<file path="config.mk">
export PLATFORM = sky130hd
export DESIGN_NAME = pce_corrector
export DESIGN_NICKNAME = d
export VERILOG_FILES = /design/src/rtl/pce_pkg.sv /design/src/rtl/pce_coef_bank.sv /design/src/rtl/pce_horner_stage.sv /design/src/rtl/pce_out_quant.sv /design/src/rtl/pce_corrector.sv
export SDC_FILE = /design/constraint.sdc
export NUM_CORES = 2
export LEC_CHECK = 0
export ABC_CLOCK_PERIOD_IN_PS = 17150
export BUFFER_PORTS_ARGS = -buffer_cell sky130_fd_sc_hd__clkbuf_2
export CORE_MARGIN = 2
export CORE_UTILIZATION = 40
export DETAILED_ROUTE_END_ITERATION = 7
export PLACE_DENSITY = 0.55
export SYNTH_ARGS = -nofsm -noshare
export SYNTH_HDL_FRONTEND = slang
export SYNTH_HIERARCHICAL = 1
export SYNTH_SLANG_ARGS = --single-unit
</file>
<file path="constraint.sdc">
create_clock -name clk -period 17.15 [get_ports clk]
set_input_delay 3.43 -clock clk [delete_from_list [all_inputs] [get_ports clk]]
set_output_delay 3.43 -clock clk [all_outputs]
set_load 0.005 [all_outputs]
</file>
<file path="src/rtl/pce_pkg.sv">
package pce_pkg;

    typedef enum logic [1:0] {
        CF_B0 = 2'd0,
        CF_B1 = 2'd1,
        CF_B2 = 2'd2,
        CF_B3 = 2'd3
    } coef_sel_e;

    localparam int NUM_COEF = 4;

    // round to nearest, halves toward +inf, dropping f fractional bits
    function automatic longint round_half_up(longint v, int f);
        longint half;
        half = longint'(1) <<< (f - 1);
        return (v + half) >>> f;
    endfunction

    // clamp into the w-bit two's-complement range
    function automatic longint clamp_signed(longint v, int w);
        longint hi;
        longint lo;
        hi = (longint'(1) <<< (w - 1)) - 1;
        lo = -(longint'(1) <<< (w - 1));
        if (v > hi) return hi;
        if (v < lo) return lo;
        return v;
    endfunction

endpackage

</file>
<file path="src/rtl/pce_coef_bank.sv">
module pce_coef_bank
    import pce_pkg::*;
#(
    parameter int COEF_W = 16
) (
    input  logic                         clk,
    input  logic                         rst,
    input  logic                         wr_en,
    input  coef_sel_e                    wr_sel,
    input  logic [COEF_W-1:0]            wr_data,
    input  logic                         commit,
    input  logic                         idle,
    output logic [NUM_COEF*COEF_W-1:0]   act_flat,
    output logic [NUM_COEF*COEF_W-1:0]   shd_flat
);

    logic pend_q;
    logic apply;

    assign apply = (commit || pend_q) && idle;

    always_ff @(posedge clk) begin
        if (rst) pend_q <= 1'b0;
        else     pend_q <= (commit || pend_q) && !idle;
    end

    for (genvar g = 0; g < NUM_COEF; g++) begin : g_slot
        always_ff @(posedge clk) begin
            if (rst)
                shd_flat[g*COEF_W +: COEF_W] <= '0;
            else if (wr_en && (wr_sel == coef_sel_e'(g)))
                shd_flat[g*COEF_W +: COEF_W] <= wr_data;
        end

        always_ff @(posedge clk) begin
            if (rst)
                act_flat[g*COEF_W +: COEF_W] <= '0;
            else if (apply)
                act_flat[g*COEF_W +: COEF_W] <= shd_flat[g*COEF_W +: COEF_W];
        end
    end

endmodule

</file>
<file path="src/rtl/pce_horner_stage.sv">
module pce_horner_stage #(
    parameter int CODE_W = 14,
    parameter int COEF_W = 16,
    parameter int ACC_W  = 18
) (
    input  logic                     clk,
    input  logic                     rst,
    input  logic                     vld_in,
    input  logic signed [ACC_W-1:0]  acc_in,
    input  logic [CODE_W-1:0]        code,
    input  logic signed [COEF_W-1:0] coef,
    output logic                     vld_out,
    output logic signed [ACC_W-1:0]  acc_out
);

    localparam int PROD_W = ACC_W + CODE_W + 1;

    logic signed [PROD_W-1:0] prod;
    logic signed [PROD_W-1:0] scaled;
    logic signed [ACC_W-1:0]  nxt;

    always_comb begin
        prod   = $signed(acc_in) * $signed({1'b0, code});
        scaled = prod >>> CODE_W;
        nxt    = ACC_W'(scaled) + ACC_W'(coef);
    end

    always_ff @(posedge clk) begin
        if (rst) begin
            vld_out <= 1'b0;
            acc_out <= '0;
        end else begin
            vld_out <= vld_in;
            if (vld_in) acc_out <= nxt;
        end
    end

endmodule

</file>
<file path="src/rtl/pce_out_quant.sv">
module pce_out_quant
    import pce_pkg::*;
#(
    parameter int ACC_W  = 18,
    parameter int FRAC_W = 8,
    parameter int CORR_W = 6
) (
    input  logic                    clk,
    input  logic                    rst,
    input  logic                    vld_in,
    input  logic signed [ACC_W-1:0] acc_in,
    output logic                    vld_out,
    output logic [CORR_W-1:0]       code_out
);

    longint rounded;
    longint limited;

    always_comb begin
        rounded = round_half_up(longint'(acc_in), FRAC_W);
        limited = clamp_signed(rounded, CORR_W);
    end

    always_ff @(posedge clk) begin
        if (rst) begin
            vld_out  <= 1'b0;
            code_out <= '0;
        end else begin
            vld_out <= vld_in;
            if (vld_in) code_out <= CORR_W'(limited);
        end
    end

endmodule

</file>
<file path="src/rtl/pce_corrector.sv">
module pce_corrector
    import pce_pkg::*;
#(
    parameter int CODE_W = 14,
    parameter int COEF_W = 16,
    parameter int FRAC_W = 8,
    parameter int CORR_W = 6
) (
    input  logic              clk,
    input  logic              rst,
    input  logic              coef_we,
    input  logic [1:0]        coef_sel,
    input  logic [COEF_W-1:0] coef_wdata,
    input  logic              coef_commit,
    input  logic              code_valid,
    input  logic [CODE_W-1:0] code_in,
    output logic              corr_valid,
    output logic [CORR_W-1:0] corr_code
);

    localparam int ACC_W   = COEF_W + 2;
    localparam int N_STAGE = NUM_COEF - 1;

    logic [NUM_COEF*COEF_W-1:0] coef_act_flat;
    logic [NUM_COEF*COEF_W-1:0] coef_shd_flat;
    logic                       pipe_idle;

    logic                    vld_l  [0:N_STAGE];
    logic signed [ACC_W-1:0] acc_l  [0:N_STAGE];
    logic [CODE_W-1:0]       code_l [0:N_STAGE-1];

    pce_coef_bank #(.COEF_W(COEF_W)) u_bank (
        .clk      (clk),
        .rst      (rst),
        .wr_en    (coef_we),
        .wr_sel   (coef_sel_e'(coef_sel)),
        .wr_data  (coef_wdata),
        .commit   (coef_commit),
        .idle     (pipe_idle),
        .act_flat (coef_act_flat),
        .shd_flat (coef_shd_flat)
    );

    // idle: no code entering and none in stages that still read coefficients
    always_comb begin
        pipe_idle = !code_valid;
        for (int s = 1; s < N_STAGE; s++)
            if (vld_l[s]) pipe_idle = 1'b0;
    end

    assign vld_l[0]  = code_valid;
    assign acc_l[0]  = ACC_W'($signed(coef_act_flat[N_STAGE*COEF_W +: COEF_W]));
    assign code_l[0] = code_in;

    for (genvar s = 1; s < N_STAGE; s++) begin : g_code_dly
        always_ff @(posedge clk) begin
            if (rst)           code_l[s] <= '0;
            else if (vld_l[s-1]) code_l[s] <= code_l[s-1];
        end
    end

    for (genvar s = 0; s < N_STAGE; s++) begin : g_stage
        pce_horner_stage #(
            .CODE_W (CODE_W),
            .COEF_W (COEF_W),
            .ACC_W  (ACC_W)
        ) u_stage (
            .clk     (clk),
            .rst     (rst),
            .vld_in  (vld_l[s]),
            .acc_in  (acc_l[s]),
            .code    (code_l[s]),
            .coef    ($signed(coef_act_flat[(N_STAGE-1-s)*COEF_W +: COEF_W])),
            .vld_out (vld_l[s+1]),
            .acc_out (acc_l[s+1])
        );
    end

    pce_out_quant #(
        .ACC_W  (ACC_W),
        .FRAC_W (FRAC_W),
        .CORR_W (CORR_W)
    ) u_quant (
        .clk      (clk),
        .rst      (rst),
        .vld_in   (vld_l[N_STAGE]),
        .acc_in   (acc_l[N_STAGE]),
        .vld_out  (corr_valid),
        .code_out (corr_code)
    );

endmodule

</file>
# Word level (Yosys, flattened, before mapping)
# Cells that the tools add are included.
[totals]
reg_bits = 221
wordCells = 50
output_inout_bits = 7
inputBits = 37
[classes]
n_lt_le_gt_ge = 2
n_reduce_logical = 10
n_mul = 3
eq_ne = 3
n_addsub = 4
n_mux = 9
[op_table]
columns = ["cell", "count"]
rows = [
  ["multiplier 18 x 15 -> 32 bit", 2],
  ["adder 18 x 16 -> 18 bit", 2],
  ["multiplier 16 x 15 -> 31 bit", 1],
  ["adder 18 x 9 -> 19 bit (second input constant)", 1],
  ["adder 17 x 16 -> 18 bit", 1],
  ["two-way mux 6 bit", 3],
  ["greater-than comparator 11 x 6 -> 1 bit (second input constant)", 1],
  ["less-than comparator 11 x 6 -> 1 bit (second input constant)", 1],
  ["logical AND 1 bit", 6],
  ["two-way mux 1 bit", 5],
  ["two-way mux 5 bit", 1],
  ["equality test 2 bit (second input constant)", 2],
  ["equality test 2 x 1 -> 1 bit (second input constant)", 1],
  ["logical NOT 1 bit", 2],
  ["logical NOT 2 bit", 1],
  ["logical OR 1 bit", 1],
]

# Logic depth before layout (Yosys ltp)
[logic_depth]
depth_word = 6
depth_mapped = 35
depth_no_buf = 34

# Modules after synthesis
# The synthesis kept the hierarchy.
[by_module_without_submodules]
columns = ["mod", "cells_each", "area_each_um2", "seq_area_each_um2", "instances"]
rows = [
  ["pce_horner_stage at g_stage[0].u_stage", 1159, 10361.2, 380.4, 1],
  ["pce_horner_stage at g_stage[1].u_stage", 1127, 10278.6, 380.4, 1],
  ["pce_horner_stage at g_stage[2].u_stage", 1105, 10093.4, 380.4, 1],
  ["pce_coef_bank", 439, 5042.3, 2582.5, 1],
  ["pce_corrector", 92, 1028.5, 560.5, 1],
  ["pce_out_quant", 62, 494.2, 140.1, 1],
]

# Worst setup path after synthesis
# Ideal clock, no wire load.
[synth_path]
path_kind = "input port to flip-flop"
startpoint = "input code_in[8]"
endpoint = "register g_stage[0].u_stage.acc_out[17]"
setup_slack_ns = 6.374
path_stages = 29
arrival_time_ns = 10.697
t_required_ns = 17.071
n_path_buf = 3
cell_sequence = "clkbuf_1 -> clkbuf_1 -> nand2_1 -> fa_1 -> fa_1 -> inv_1 -> fa_1 -> fa_1 -> fa_1 -> inv_1 -> fa_1 -> inv_1 -> ha_1 -> a21o_1 -> a211oi_2 -> o211ai_2 -> and2_4 -> a22o_4 -> or2_4 -> a21oi_4 -> xnor2_1 -> ha_1 -> clkbuf_1 -> a21o_1 -> a21oi_1 -> o311ai_2 -> a311o_1 -> xnor3_1 -> a211oi_2"
[synth_between]
elab_chain_cells = 2
[synth_lines]
columns = ["element", "line_no", "rtl"]
rows = [
  ["start, declared", "pce_corrector.sv:16", "input logic [CODE_W-1:0] code_in,"],
  ["multiplier 16 x 15 -> 31 bit", "pce_horner_stage.sv:23", "prod = $signed(acc_in) * $signed({1'b0, code});"],
  ["adder 17 x 16 -> 18 bit", "pce_horner_stage.sv:25", "nxt = ACC_W'(scaled) + ACC_W'(coef);"],
  ["end signal, assigned", "pce_horner_stage.sv:34", "if (vld_in) acc_out <= nxt;"],
  ["end, declared", "pce_horner_stage.sv:13", "output logic signed [ACC_W-1:0] acc_out"],
]
# No other way between the ends.
# A chain may end at the register's enable or synchronous reset.

# Worst setup path after layout
[layout_path]
startpoint = "input code_in[11]"
endpoint = "register g_stage[0].u_stage.acc_out[17]"
# The elaborated chain is that of the path after synthesis.

==> results.ini <==
[power]
p_leak_nw = 19.81
total_power_mw = 1.519
p_sw_share_pct = 32.24
combPwrFrac_pct = 23.1
vdd_drop_max_uv = 76.14
intPower_mw = 1.029
switchingPower_mw = 0.4896
power_density_nw_per_um2 = 38.81
p_seq_share_pct = 36.6
p_clk_share_pct = 40.3

[worst_setup_path]
reg2regPathDepth = 31
cp_slowest_stage_delay_ns = 0.54
setup.worst_path.start_class = input port
r2r_end = g_stage[2].u_stage/acc_out[17]
r2r_start = code_l[9]
cp.required_ns = 17.64
crit_slowest_cell = fa_1
crit_type = in -> reg
crit_fanout = 19
path_common_cell = fa_1
end_kind = register
r2r_slack_ns = 8.14
cp.arrival_ns = 11.09

[detailed_routing]
drc = 0
ant_nets = 0
via_count = 24780
wl_per_cell_um = 17.18
dr.first_iter.drc_count = 1072
routed_wl_um = 87540
drt_first_pass_iters = 5
viasPerCell = 4.863

[synthesis]
synth.avg_cell_area_um2 = 9.363
synth_warnings = 6
syn-instance-count = 3951
syn_area_um2 = 36990
synth_nets = 4973

[global_route]
grt_pass1_wl_um = 145400
antenna_found_initial = 2
grt-ovfl-total = 0
first_global_vias = 26530
track_usage_pct = 19.25
grt_max_degree = 140

[sta]
timing.final.crit_share_pct = 61.85
finClkSkew_ns = 0.01360
rsz0062_at_grt = no
min_period_ns = 10.61
fmax_mhz = 94.28
worst_slack_ns = 6.543
maxSlewHeadroom_pct = 21.65
hold_viol_final = 0
max_slew.worst_pin.slew_ns = 1.174
fin_tns_setup_ns = 0
setup_violations = 0
drv_slew = 0

[worst_hold_path]
hold_class = reg -> reg
min_from = u_bank/shd_flat[31]
holdPathEnd = u_bank/act_flat[31]
min_path_cells = 2

[clock_tree]
cts_root_buf = clkbuf_16
postCtsHoldBufs = 0
numCtsBuffers = 27
cts_htree_levels = 1
path_clk_slew_ns = 0.06
post_cts_resized = 0
post_cts_buffers = 0
cts_tree = built
clockBufferDepth = 3
clock_latency_ns = 0.57
clock-sinks = 214

[place]
place_ws_ns = 5.964
hpwl_um = 69490
port_buffers = 43
gp_congestion = 0.8105

[final_layout]
layout_commonest_cell = inv_1
syn_to_final_growth_pct = 5.807
final_cell_mix = inv_1 (818), fa_1 (714), and2_1 (468)
drive_above_1_share_pct = 4.194
antennaDiodeCount = 0
n_fill_cell = 9090
nNetsFinal = 4911

[floorplan]
io_pins = 44
start_util_pct = 40.36
die_area_um2 = 94930
rows = 111
core_um2 = 91660
die_h_um = 308.1
fp.dieW_um = 308.1

[run]
cap_violations = 0

[run_status]
status = complete, no violations

## worst max-delay path by stage
| stage | from | end | cells after the start |
|---|---|---|---|
| CTS | code_in[11] | g_stage[0].u_stage/acc_out[17] | 29 |
| global route | code_in[11] | g_stage[0].u_stage/acc_out[17] | 29 |
| detailed placement | code_in[11] | g_stage[0].u_stage/acc_out[17] | 29 |
| global placement | code_in[5] | g_stage[0].u_stage/acc_out[17] | 31 |
| floorplan | code_in[8] | g_stage[0].u_stage/acc_out[17] | 29 |
| finish | code_in[11] | g_stage[0].u_stage/acc_out[17] | 29 |
## registers in the layout (all words and copies together) (netlist names)
signal,count
u_quant/vld_out,1
g_stage.u_stage/acc_out,47
code_l,28
g_stage.u_stage/vld_out,3
u_bank/shd_flat,64
u_bank/act_flat,64
u_quant/code_out,6
u_bank/pend_q,1
## metal layers
metal	global-route usage, %	up-vias	routed length [µm]
li1	-	11820	-
met4	2.734	0	1228
met2	32.69	345	42430
met5	0	-	0
met1	27.19	12540	41000
met3	1.862	78	2876
## power groups by stage
| stage | clock, mW | sequential, mW | combinational [mW] |
|---|---|---|---|
| floorplan | 0 | 0.535 | 0.280 |
| global placement | 0 | 0.567 | 0.350 |
| detailed placement | 0 | 0.567 | 0.353 |
| CTS | 0.631 | 0.557 | 0.356 |
| global route | 0.649 | 0.559 | 0.399 |
| finish | 0.612 | 0.556 | 0.351 |
## critical path, delay by kind of cell
family | cells | cell delay [ns]
AO/OA/AOI/OAI | 10 | 2.07
AND/OR/NAND/NOR | 4 | 0.88
XOR/XNOR | 2 | 0.52
adder cells (fa/ha/maj) | 8 | 3.63
buffers and inverters | 5 | 0.52
## cell type report
type / count / area (µm²) / area share (%)
Inverter: 818 / 3070 / 7.845
Clock inverter: 15 / 216.5 / 0.5530
Sequential cell: 214 / 4285 / 10.95
Timing Repair Buffer: 77 / 476.7 / 1.218
Multi-Input combinational cell: 2751 / 28860 / 73.74
Clock buffer: 35 / 745.7 / 1.905
Tap cell: 1186 / 1484 / 3.791
## metrics by stage
step                hold slack [ns]  area [µm²]  std cells  util [%]
floorplan                    0.4530       36990       3951         -
global placement             0.4719       38180       5046     41.65
detailed placement           0.4739       38180       5046     41.65
CTS                          0.4816       39140       5096     42.70
global route                 0.4975       39140       5096     42.70
finish                       0.4779       39140       5096     42.70
No activity file was read; power rests on OpenSTA's default activity.
